[src/rtl/cirq_pkg.sv]
package cirq_pkg;

    localparam int IRQ_ID_W = 10;
    localparam int PRIO_W   = 8;
    localparam int BUS_W    = 32;

    localparam int OFF_ENABLE  = 0;
    localparam int OFF_THRESH  = 1;
    localparam int OFF_ACK     = 2;
    localparam int OFF_RETIRE  = 3;

    typedef logic [IRQ_ID_W-1:0] irq_id_t;
    typedef logic [PRIO_W-1:0]   prio_t;

    localparam irq_id_t NONE_ID     = irq_id_t'(1023);
    localparam irq_id_t LAST_REAL_ID = irq_id_t'(1020);

    // decoded register access
    typedef enum logic [2:0] {
        ACC_IDLE,
        ACC_WR_ENABLE,
        ACC_WR_THRESH,
        ACC_WR_RETIRE,
        ACC_RD_ENABLE,
        ACC_RD_THRESH,
        ACC_RD_ACK,
        ACC_OTHER
    } access_e;

    typedef struct packed {
        logic    valid;
        irq_id_t id;
        prio_t   prio;
    } cand_t;

    function automatic logic id_is_real(irq_id_t id);
        return id <= LAST_REAL_ID;
    endfunction

endpackage

[src/rtl/cirq_ctrl_regs.sv]
module cirq_ctrl_regs
    import cirq_pkg::*;
(
    input  logic  clk,
    input  logic  rst,
    input  logic  enable_we,
    input  logic  thresh_we,
    input  logic  wr_enable_bit,
    input  prio_t wr_thresh,
    output logic  enable_q,
    output prio_t thresh_q
);

    always_ff @(posedge clk) begin
        if (rst) begin
            enable_q <= 1'b0;
            thresh_q <= '0;
        end else begin
            if (enable_we) enable_q <= wr_enable_bit;
            if (thresh_we) thresh_q <= wr_thresh;
        end
    end

endmodule

[src/rtl/cirq_active_set.sv]
module cirq_active_set
    import cirq_pkg::*;
#(
    parameter int SLOTS = 4
) (
    input  logic    clk,
    input  logic    rst,
    input  irq_id_t probe_id,
    output logic    probe_hit,
    input  logic    claim_en,
    input  irq_id_t claim_id,
    input  logic    retire_en,
    input  irq_id_t retire_id,
    output logic    retire_hit,
    output logic    full
);

    logic [SLOTS-1:0] busy_q;
    irq_id_t          id_q [SLOTS];
    logic [SLOTS-1:0] probe_m;
    logic [SLOTS-1:0] retire_m;
    logic [SLOTS-1:0] free_oh;

    generate
        for (genvar g = 0; g < SLOTS; g++) begin : g_cmp
            assign probe_m[g]  = busy_q[g] && (id_q[g] == probe_id);
            assign retire_m[g] = busy_q[g] && (id_q[g] == retire_id);
        end
    endgenerate

    assign probe_hit  = |probe_m;
    assign retire_hit = |retire_m;
    assign full       = &busy_q;

    // lowest free slot, one-hot
    always_comb begin
        logic found;
        found   = 1'b0;
        free_oh = '0;
        for (int i = 0; i < SLOTS; i++) begin
            if (!busy_q[i] && !found) begin
                free_oh[i] = 1'b1;
                found      = 1'b1;
            end
        end
    end

    always_ff @(posedge clk) begin
        if (rst) begin
            busy_q <= '0;
            for (int i = 0; i < SLOTS; i++) id_q[i] <= '0;
        end else begin
            for (int i = 0; i < SLOTS; i++) begin
                if (retire_en && retire_m[i]) begin
                    busy_q[i] <= 1'b0;
                end else if (claim_en && free_oh[i]) begin
                    busy_q[i] <= 1'b1;
                    id_q[i]   <= claim_id;
                end
            end
        end
    end

endmodule

[src/rtl/cirq_qualify.sv]
module cirq_qualify
    import cirq_pkg::*;
(
    input  cand_t cand,
    input  logic  enable,
    input  prio_t thresh,
    input  logic  already_active,
    input  logic  table_full,
    output logic  take
);

    always_comb begin
        take = enable
            && cand.valid
            && id_is_real(cand.id)
            && (cand.prio < thresh)
            && !already_active
            && !table_full;
    end

endmodule

[src/rtl/cpu_irq_port.sv]
module cpu_irq_port
    import cirq_pkg::*;
#(
    parameter int ADDR_W    = 2,
    parameter int ACT_SLOTS = 4
) (
    input  logic              clk,
    input  logic              rst,
    input  logic              cand_valid,
    input  logic [9:0]        cand_id,
    input  logic [7:0]        cand_prio,
    input  logic              bus_en,
    input  logic              bus_we,
    input  logic [ADDR_W-1:0] bus_addr,
    input  logic [31:0]       bus_wdata,
    output logic [31:0]       bus_rdata,
    output logic              irq_out,
    output logic              claim_valid,
    output logic [9:0]        claim_id,
    output logic              release_valid,
    output logic [9:0]        release_id
);

    localparam logic [ADDR_W-1:0] A_ENABLE = ADDR_W'(OFF_ENABLE);
    localparam logic [ADDR_W-1:0] A_THRESH = ADDR_W'(OFF_THRESH);
    localparam logic [ADDR_W-1:0] A_ACK    = ADDR_W'(OFF_ACK);
    localparam logic [ADDR_W-1:0] A_RETIRE = ADDR_W'(OFF_RETIRE);

    cand_t   cand;
    access_e acc;
    logic    enable_q;
    prio_t   thresh_q;
    logic    probe_hit;
    logic    retire_hit;
    logic    slots_full;
    logic    take;
    irq_id_t wr_id;
    logic    unused_wdata;

    assign cand         = '{valid: cand_valid, id: cand_id, prio: cand_prio};
    assign wr_id        = bus_wdata[IRQ_ID_W-1:0];
    assign unused_wdata = ^bus_wdata[BUS_W-1:IRQ_ID_W];

    // bus decode
    always_comb begin
        acc = ACC_IDLE;
        if (bus_en) begin
            if (bus_we) begin
                unique case (bus_addr)
                    A_ENABLE: acc = ACC_WR_ENABLE;
                    A_THRESH: acc = ACC_WR_THRESH;
                    A_RETIRE: acc = ACC_WR_RETIRE;
                    default:  acc = ACC_OTHER;
                endcase
            end else begin
                unique case (bus_addr)
                    A_ENABLE: acc = ACC_RD_ENABLE;
                    A_THRESH: acc = ACC_RD_THRESH;
                    A_ACK:    acc = ACC_RD_ACK;
                    default:  acc = ACC_OTHER;
                endcase
            end
        end
    end

    cirq_ctrl_regs u_regs (
        .clk          (clk),
        .rst          (rst),
        .enable_we    (acc == ACC_WR_ENABLE),
        .thresh_we    (acc == ACC_WR_THRESH),
        .wr_enable_bit(bus_wdata[0]),
        .wr_thresh    (bus_wdata[PRIO_W-1:0]),
        .enable_q     (enable_q),
        .thresh_q     (thresh_q)
    );

    cirq_active_set #(.SLOTS(ACT_SLOTS)) u_active (
        .clk       (clk),
        .rst       (rst),
        .probe_id  (cand.id),
        .probe_hit (probe_hit),
        .claim_en  ((acc == ACC_RD_ACK) && take),
        .claim_id  (cand.id),
        .retire_en (acc == ACC_WR_RETIRE),
        .retire_id (wr_id),
        .retire_hit(retire_hit),
        .full      (slots_full)
    );

    cirq_qualify u_qual (
        .cand          (cand),
        .enable        (enable_q),
        .thresh        (thresh_q),
        .already_active(probe_hit),
        .table_full    (slots_full),
        .take          (take)
    );

    // registered outputs; read data captured at the strobe
    always_ff @(posedge clk) begin
        if (rst) begin
            bus_rdata     <= '0;
            irq_out       <= 1'b0;
            claim_valid   <= 1'b0;
            claim_id      <= '0;
            release_valid <= 1'b0;
            release_id    <= '0;
        end else begin
            irq_out       <= take;
            claim_valid   <= (acc == ACC_RD_ACK) && take;
            release_valid <= (acc == ACC_WR_RETIRE) && retire_hit;
            if ((acc == ACC_RD_ACK) && take) claim_id <= cand.id;
            if ((acc == ACC_WR_RETIRE) && retire_hit) release_id <= wr_id;
            unique case (acc)
                ACC_RD_ENABLE: bus_rdata <= BUS_W'(enable_q);
                ACC_RD_THRESH: bus_rdata <= BUS_W'(thresh_q);
                ACC_RD_ACK:    bus_rdata <= BUS_W'(take ? cand.id : NONE_ID);
                ACC_OTHER:     bus_rdata <= (bus_we) ? bus_rdata : '0;
                default:       bus_rdata <= bus_rdata;
            endcase
        end
    end

endmodule

[config.mk]
export PLATFORM = sky130hd
export DESIGN_NAME = cpu_irq_port
export DESIGN_NICKNAME = d
export VERILOG_FILES = /design/src/rtl/cirq_pkg.sv /design/src/rtl/cirq_ctrl_regs.sv /design/src/rtl/cirq_active_set.sv /design/src/rtl/cirq_qualify.sv /design/src/rtl/cpu_irq_port.sv
export SDC_FILE = /design/constraint.sdc
export NUM_CORES = 1
export LEC_CHECK = 0
export BUFFER_PORTS_ARGS = -buffer_cell sky130_fd_sc_hd__buf_2
export CAP_MARGIN = 20
export CORE_ASPECT_RATIO = 1.75
export CORE_MARGIN = 5
export CORE_UTILIZATION = 57
export CTS_BUF_LIST = sky130_fd_sc_hd__clkbuf_4 sky130_fd_sc_hd__clkbuf_8
export CTS_CLUSTER_DIAMETER = 100
export DETAILED_ROUTE_END_ITERATION = 7
export PLACE_DENSITY = 0.83
export SKIP_CTS_REPAIR_TIMING = 1
export SYNTH_ARGS = -nofsm -noshare
export SYNTH_HDL_FRONTEND = slang
export SYNTH_SLANG_ARGS = --single-unit
[constraint.sdc]
create_clock -name clk -period 4.1 [get_ports clk]
set_clock_uncertainty 0.2 [all_clocks]
set_input_delay 0.205 -clock clk [delete_from_list [all_inputs] [get_ports clk]]
set_output_delay 0.205 -clock clk [all_outputs]
set_load 0.03 [all_outputs]
; Word-level counts from Yosys, hierarchy flattened
; Memories as Yosys holds them, arrays and structs flattened.
; Index checks and enable logic that the tools add are counted.
[op_classes]
bitwise = 4
n_mux = 35
eq_ne = 19
magnitude_cmp = 2
n_reduce_logical = 43
[op_table]
columns = operator, count
row1 = $pmux 32 s4, 1
row2 = $eq 10x10->1, 8
row3 = $mux 10, 5
row4 = $mux 32, 1
row5 = $logic_and 1x1->1, 26
row6 = $mux 1, 24
row7 = $eq 3x3->1 const B, 4
row8 = $le 10x10->1 const B, 1
row9 = $pmux 3 s3, 1
row10 = $lt 8x8->1, 1
row11 = $reduce_or 2->1, 4
row12 = $reduce_or 4->1, 2
row13 = $logic_not 1->1, 7
row14 = $eq 3x2->1 const B, 2
row15 = $mux 3, 2
row16 = $pmux 2 s3, 1
row17 = $eq 2x2->1 const B, 2
row18 = $or 1x1->1, 4
row19 = $reduce_and 4->1, 1
row20 = $reduce_bool 4->1, 1
row21 = $eq 3x1->1 const B, 1
row22 = $eq 2x1->1 const B, 1
row23 = $logic_not 2->1, 1
row24 = $ne 2x2->1 const B, 1
row25 = $reduce_and 2->1, 1
[totals]
reg_bits = 68
output_inout_bits = 55
mem_count = 1
mem_bits_rw = 40
[mem_list]
columns = memory, depth, width, read_ports, rd_clocked_by_memory_dff, write_ports, line_no
row1 = u_active.id_q, 4, 10, 4, 0, 4, cirq_active_set.sv:19  ; irq_id_t id_q [SLOTS];

; Depth between registers and ports, before layout
; Gate-level depths: netlist (run 1).
[depth]
depth_word = 15
mapped_depth = 10
ltp_nobuf = 8

; Cells and area by module
; Synthesis (run 1) repeated with hierarchy kept, for this count alone.
[hier_totals]
cells_unflattened = 495
hier_area_um2 = 4850.9
[modules_own_cells]
columns = module, cells_per_inst, area_per_inst_um2, seq_area_each_um2, n_inst
row1 = cirq_active_set, 255, 2731.4, 1281.2, 1
row2 = cpu_irq_port, 182, 1589.0, 660.6, 1
row3 = cirq_ctrl_regs, 29, 320.3, 180.2, 1
row4 = cirq_qualify, 29, 210.2, 0.0, 1

; Worst setup path before layout (run 1)
; Ideal clock, no wire load.
[synth_path]
kind = register to register
startpoint = reg u_regs.thresh_q[7]
endpoint = mem u_active.id_q[0][10] (netlist name), enable pin
n_path_buf = 2
path_slack_ns = 1.222
path_stages_with_launch = 11
setup_ns = 0.379
arrival_ns = 2.298
cell_sequence = dfxtp_1 > inv_1 > ha_1 > nand2_1 > nand4b_1 > a2111oi_4 > o21a_1 > nand3_1 > buf_6 > buf_6 > o21bai_1
[synth_rtl]
columns = item, line_no
row1 = start: declaration, cirq_ctrl_regs.sv:11  ; output prio_t thresh_q
row2 = start signal: assignment, cirq_ctrl_regs.sv:20  ; if (thresh_we) thresh_q <= wr_thresh;
row3 = end: declaration, cirq_active_set.sv:19

==> results.json, run 1 <==
{
  "outcome": "finished with violations",
  "failed_checks": "hold timing",
  "mappedNetlistArea_um2": 5100,
  "power.static_leakage_nw": 1.79,
  "ant_nets": 0,
  "worstPathRequired_ns": 4.03,
  "combinationalPowerShare_pct": 13.8,
  "worst_path_max_delay_cell": "dfxtp_1",
  "postSynth.asyncResetShare_pct": 0,
  "seq_area_frac_synth_pct": 41.6,
  "top_signal_layer_used": "met4",
  "row_cnt": 45,
  "route.detailed.drc": 0,
  "ioPinCount": 112,
  "viasPerCell": 5.82,
  "core-area_um2": 8730,
  "timing.rr.end": "u_active.id_q[0][10]",
  "avgSynthCellArea_um2": 10.1,
  "path_common_cell": "buf_4",
  "worstSetupEndpointType": "register",
  "timing_hold_violations_final": 2,
  "path_clk_slew_ns": 0.08,
  "crit_chain": "nand4_1 -> nor3_1 -> nor4_1 -> nand3_2 -> buf_4 -> o21bai_1 -> buf_4",
  "ys_ff_latch": 86,
  "synth_area_leader_cell": "edfxtp_1",
  "unrepaired_setup_endpoints_after_global_routing": "false",
  "multi_input_comb_area_um2": 2590,
  "numCtsBuffers": 9,
  "first_pass_grt_wire_length_um": 19600,
  "crit_fanout": 46,
  "timing.final.crit_share_pct": 71.7,
  "clock_latency_ns": 0.37,
  "ff_latch_area_um2": 2120,
  "largest_net_degree_at_the_start_of_global_routing": 47,
  "first_pass_drt_iterations": 5,
  "synthCells": 507,
  "dieWidth_um": 81.5,
  "number_of_enable_flip_flop_cells_after_synthesis": 40,
  "ys_types": 48,
  "cp.arrival_ns": 2.87,
  "finalNetCount": 607,
  "route.met3.wl_um": 846,
  "startpoint_type": "register",
  "final_period_minus_worst_setup_slack_ns": 2.94,
  "cell_internal_pwr_mw": 1.22,
  "power_frac_clock_pct": 30.8,
  "cp_top_family": "simple AND/OR/NAND/NOR gates",
  "setup_viol": 0,
  "grt-ovfl-total": 0,
  "worst-setup-path-type": "reg2reg",
  "setup.worst_path.end": "u_active.id_q[0][10]",
  "drv_cap": 0,
  "power_switching_share_pct": 27.1,
  "p_per_area_nw_per_um2": 309,
  "cts_root_buf": "clkbuf_8",
  "finalMaxSlewViolations": 0,
  "netlist.area_leader.share_pct": 23.6,
  "critical_path.reg2reg.startpoint": "u_active.busy_q[0]",
  "slew-limit-headroom_pct": 36.2,
  "crit_start": "u_active.busy_q[0]",
  "nFillCells": 698,
  "gp_routability_congestion": 0.948,
  "p_total_mw": 1.68,
  "antenna_cells": 0,
  "worst-r2r-cell-count": 7,
  "critical_path_depth": 7,
  "power.switching_mw": 0.455,
  "grt_util_all_layers_pct": 24.0,
  "num_vias": 3870,
  "min_path_type": "in2reg",
  "initial_utilization_pct": 58.4,
  "worstMarginPinSlew_ns": 0.950,
  "drt-met1-wl_um": 4400,
  "place.port_buffers": 67,
  "reg2reg_setup_slack_ns": 1.16,
  "hp-start": "bus_wdata[5]",
  "wire_length_reported_by_the_detailed_router_um": 12600,
  "wl_met2_um": 6580,
  "hold_slack_ns": -0.00335,
  "critical_path.n_buffers_inverters": 2,
  "ys_top_cells_by_area": "edfxtp_1 (24%), dfxtp_1 (18%), xnor2_1 (12%), nor3_2 (4.9%), buf_4 (4.6%)",
  "dieArea_um2": 11000,
  "dp.final_hpwl_um": 9420,
  "routed_wire_length_per_instance_um": 18.9,
  "finalSetupTns_ns": 0,
  "die_height_um": 135,
  "clock.fmax_mhz": 340,
  "cts_max_level": 3,
  "drive_above_1_share_pct": 22.8,
  "vdd_ir_drop_max_v": 0.000218,
  "antenna_found_initial": 0,
  "critical_path.max_stage_delay_ns": 0.77,
  "ctsLongestPathBuffers": 2,
  "power.sequential.fraction_pct": 55.4,
  "cts_num_sinks": 86,
  "synthFlopType": "dfxtp_1",
  "number_of_global_route_vias_before_repair": 3801,
  "synthesis.yosys.warnings": 0,
  "area.growth.synth_to_final_pct": 6.65,
  "cts_tree": "built",
  "first_iter_violations": 284
}
worst min-delay path, stage by stage:
cell and delay [ns]:
buf_2 0.18, nand2_1 0.08, a21oi_1 0.05
sequential cells by signal, indices dropped and copies added, names as in the netlist:
register and cells:
u_active.id_q 40, claim_id 10, u_regs.enable_q 1, u_active.busy_q 4, release_valid 1, claim_valid 1, irq_out 1, u_regs.thresh_q 8
release_id 10, bus_rdata 10
placed cells by master, fill, tap and decap left out, types with 3 or more instances in the layout:
| cell | Yosys | layout |
|---|---|---|
| clkinv_2 | 0 | 4 |
| a211oi_1 | 3 | 3 |
| nor3_1 | 15 | 15 |
| clkbuf_8 | 0 | 9 |
| conb_1 | 1 | 22 |
| nand2_1 | 21 | 21 |
| o21bai_1 | 4 | 4 |
| or2_2 | 3 | 3 |
| a21oi_1 | 27 | 27 |
| nor2b_1 | 8 | 8 |
| nand3_1 | 18 | 17 |
| a22oi_1 | 7 | 7 |
| xor2_1 | 10 | 10 |
| or3_1 | 3 | 3 |
| buf_2 | 8 | 67 |
| nor4b_1 | 13 | 13 |
| xnor2_1 | 70 | 70 |
| a221oi_1 | 7 | 7 |
| mux2i_1 | 11 | 11 |
| o21ai_0 | 13 | 13 |
| buf_4 | 31 | 6 |
| nand4_1 | 20 | 20 |
| nor2_1 | 10 | 10 |
| ha_1 | 7 | 7 |
| nor4_1 | 5 | 5 |
| nand2b_1 | 23 | 23 |
| inv_1 | 9 | 9 |
| nor3_2 | 25 | 25 |
| dfxtp_1 | 46 | 46 |
| edfxtp_1 | 40 | 40 |
worst min path at each step:
stage                                    end  slack, ns  cells after the start
final                     u_regs.thresh_q[5]     -0.003                      3
after global routing      u_regs.thresh_q[5]      0.005                      3
after CTS                 u_regs.thresh_q[5]      -0.02                      3
after detailed placement       release_id[6]       0.26                      2
after global placement         release_id[6]       0.25                      2
after floorplan           u_regs.thresh_q[1]       0.25                      2
cell families after synthesis:
logic type               after synthesis  synth area share [%]
AO/OA/AOI/OAI                         72                  9.42
XOR/XNOR                              80                  13.7
adder cells (fa/ha/maj)                7                  1.72
buffers and inverters                 78                  9.25
flip-flops                            86                  41.6
multiplexers                          11                  2.16
other                                  1                0.0735
AND/OR/NAND/NOR                      172                  22.0
routing by layer:
metal | up-vias | GRT usage (%)
met5 | - | 0
met3 | 60 | 4.41
met1 | 1810 | 25.6
met2 | 183 | 41.1
met4 | 0 | 17.1
li1 | 1817 | -
cell usage after synthesis (2+ instances only):
master	instances
buf_4	31
a22oi_1	7
nand4_1	20
nand3_1	18
nor3_1	15
xnor2_1	70
edfxtp_1	40
ha_1	7
a211oi_1	3
nor2b_1	8
buf_6	7
a221oi_1	7
buf_2	8
xor2_1	10
nor2_1	10
nor4b_1	13
mux2i_1	11
nand2_1	21
or2_2	3
or3_1	3
o21ai_0	13
o21bai_1	4
a21oi_1	27
nand2b_1	23
nor4_1	5
clkbuf_1	23
nor3_2	25
inv_1	9
o21a_1	2
dfxtp_1	46
per-stage QoR:
stage	setup WS (ns)	utilization, %	hold slack, ns	cells	instance area (um^2)
floorplan	1.22	-	0.249	528	5180
global placement	1.25	60.4	0.253	649	5270
detailed placement	1.17	60.4	0.257	649	5270
CTS	1.15	62.3	-0.0161	665	5440
global route	1.00	62.3	0.00457	665	5440
finish	1.16	62.3	-0.00335	665	5440
power groups by stage:
stage               clock network (mW)  logic [mW]  registers, mW
global placement                     0       0.222          0.949
CTS                              0.521       0.230          0.930
global route                     0.560       0.249          0.933
detailed placement                   0       0.229          0.950
floorplan                            0       0.186          0.953
finish                           0.517       0.232          0.931
layout make-up:
cell class / count / share of cell area [%]
well taps: 117 / 2.69
flip-flops and latches: 86 / 39.0
repair buffers: 73 / 6.99
clock buffers: 11 / 2.55
multi-input cells: 364 / 47.6
clock inverters: 5 / 0.506
inverters: 9 / 0.621
Power figures use the tool's default switching activity.
==> run 2, diff against run 1 <==
- clock period: 4.1 -> 2.9 ns (I/O delays scaled with it)
==> run 2 against run 1 <==
  * The run still ends with hold timing left
  * Setup slack worse by 0.96 ns
  * Clock power up 75%
  * Global-route usage up 0.37 points
  * Critical path type unchanged
  * Largest power group unchanged
==> results.json, run 2 (synthesized netlist as in run 1, its figures left out) <==
{
  "ioPinCount": 112,
  "ctsLongestPathBuffers": 2,
  "setup_viol": 0,
  "cts_max_level": 3,
  "area.growth.synth_to_final_pct": 11.0,
  "critical_path.reg2reg.startpoint": "u_regs.thresh_q[7]",
  "grt-ovfl-total": 0,
  "largest_register_ffs": 40,
  "finalSetupTns_ns": 0,
  "place_area_um2": 5340,
  "layout.cells.most_common_list": "xnor2_1 (70), buf_2 (67), dfxtp_1 (46), edfxtp_1 (40), a21oi_1 (27)",
  "worstSetupEndpointType": "register",
  "slew-limit-headroom_pct": 54.2,
  "route.detailed.drc": 0,
  "nFillCells": 695,
  "clock.fmax_mhz": 371,
  "unrepaired_setup_endpoints_after_global_routing": "false",
  "crit_fanout": 13,
  "vdd_ir_drop_max_v": 0.000302,
  "number_of_global_route_vias_before_repair": 3944,
  "path_clk_slew_ns": 0.08,
  "ant_nets": 0,
  "grtUsageMet1_pct": 25.2,
  "hold-path-cell-count": 3,
  "finalNetCount": 625,
  "cp.arrival_ns": 2.57,
  "first_pass_drt_iterations": 8,
  "timing.rr.end": "u_active.id_q[0][32]",
  "worst-r2r-cell-count": 9,
  "outcome": "finished with violations",
  "numCtsBuffers": 9,
  "hp-start": "bus_wdata[9]",
  "die_height_um": 135,
  "place.port_buffers": 67,
  "worst_path_max_delay_cell": "dfxtp_1",
  "wire_length_reported_by_the_detailed_router_um": 13100,
  "cts_num_sinks": 86,
  "dieWidth_um": 81.5,
  "finalMaxSlewViolations": 0,
  "antenna_found_initial": 0,
  "min_path_type": "in2reg",
  "first_pass_grt_wire_length_um": 20100,
  "ff_latch_area_um2": 2120,
  "drive_above_1_share_pct": 23.9,
  "layout_commonest_cell": "xnor2_1",
  "viasPerCell": 5.90,
  "dieArea_um2": 11000,
  "num_vias": 4029,
  "drv_cap": 0,
  "groute.layer.met3.usage_pct": 5.34,
  "hold_slack_ns": -0.0108,
  "layout.cell_area.non_filler_um2": 5660,
  "initial_utilization_pct": 58.4,
  "p_per_area_nw_per_um2": 452,
  "routed_wire_length_per_instance_um": 19.2,
  "worst-setup-path-type": "reg2reg",
  "core-area_um2": 8730,
  "worstPathRequired_ns": 2.77,
  "cts_tree": "built",
  "power.static_leakage_nw": 1.90,
  "multi_input_comb_area_um2": 2610,
  "grtUsageMet2_pct": 40.9,
  "gp_routability_congestion": 0.957,
  "gr-max-usage-layer": "met2",
  "clock_latency_ns": 0.36,
  "final_period_minus_worst_setup_slack_ns": 2.70,
  "dp.final_hpwl_um": 9730,
  "max_flop_register": "u_active.id_q",
  "failed_checks": "hold timing",
  "largest_net_degree_at_the_start_of_global_routing": 45,
  "whs_endpoint": "release_id[9]",
  "critical_path.max_stage_delay_ns": 0.36,
  "timing_hold_violations_final": 1,
  "crit_chain": "inv_1 -> ha_1 -> nand2_1 -> nand4b_1 -> a2111oi_4 -> o21a_1 -> nand3_4 -> o21bai_1 -> buf_4",
  "row_cnt": 45,
  "first_iter_violations": 341,
  "worstMarginPinSlew_ns": 0.685,
  "antenna_cells": 0,
  "timing.final.crit_share_pct": 93.0,
  "cts_root_buf": "clkbuf_8",
  "reg2reg_setup_slack_ns": 0.20,
  "startpoint_type": "register",
  "grt_util_all_layers_pct": 24.4
}
run 2: per-layer routing:
metal / vias to the layer above / wire [um] / part of all wire (%)
met2: 211 / 6650 / 51
met1: 1883 / 4470 / 34
met3: 77 / 924 / 7.0
met5: - / 0 / 0
met4: 0 / 1080 / 8.2
li1: 1858 / - / -
run 2: worst max-delay path by stage:
stage / from / end / depth (start not counted)
floorplan: u_regs.thresh_q[7] / u_active.id_q[0][10] / 10
global placement: u_regs.thresh_q[7] / u_active.id_q[0][5] / 9
detailed placement: u_regs.thresh_q[7] / u_active.id_q[0][5] / 9
CTS: u_regs.thresh_q[7] / u_active.id_q[0][5] / 9
global route: u_regs.thresh_q[7] / u_active.id_q[0][6] / 9
finish: u_regs.thresh_q[7] / u_active.id_q[0][32] / 9
run 2: final cells by class:
| class | instances | area share, % |
|---|---|---|
| clock buffers | 11 | 2.45 |
| well taps | 117 | 2.59 |
| inverters | 9 | 0.597 |
| flip-flops and latches | 86 | 37.5 |
| multi-input cells | 364 | 46.1 |
| repair buffers | 91 | 9.50 |
| clock inverters | 5 | 1.30 |
run 2: worst max-delay path: cells and delay by family, from the launching register on:
family | cells | cell delay [ns]
flops | 1 | 0.36
fa+ha+maj | 1 | 0.30
compound gates | 3 | 0.82
buf+inv | 2 | 0.28
simple gates | 3 | 0.45
run 2: where the power goes:
part / internal [mW] / leakage [nW] / switching (mW)
clock: 0.499 / 0.112 / 0.406
combinational: 0.125 / 1.00 / 0.215
sequential: 1.29 / 0.784 / 0.0244
run 2: through the flow:
step           setup slack [ns]  cells  util [%]  total power, mW
2_1_floorplan            0.0225    528         -             1.61
3_3_place_gp              0.222    658      61.2             1.66
3_5_place_dp             0.0351    658      61.2             1.67
4_1_cts                -0.00951    674      63.6             2.55
5_1_grt                  0.0741    683      64.9             2.64
6_report                  0.202    683      64.9             2.56
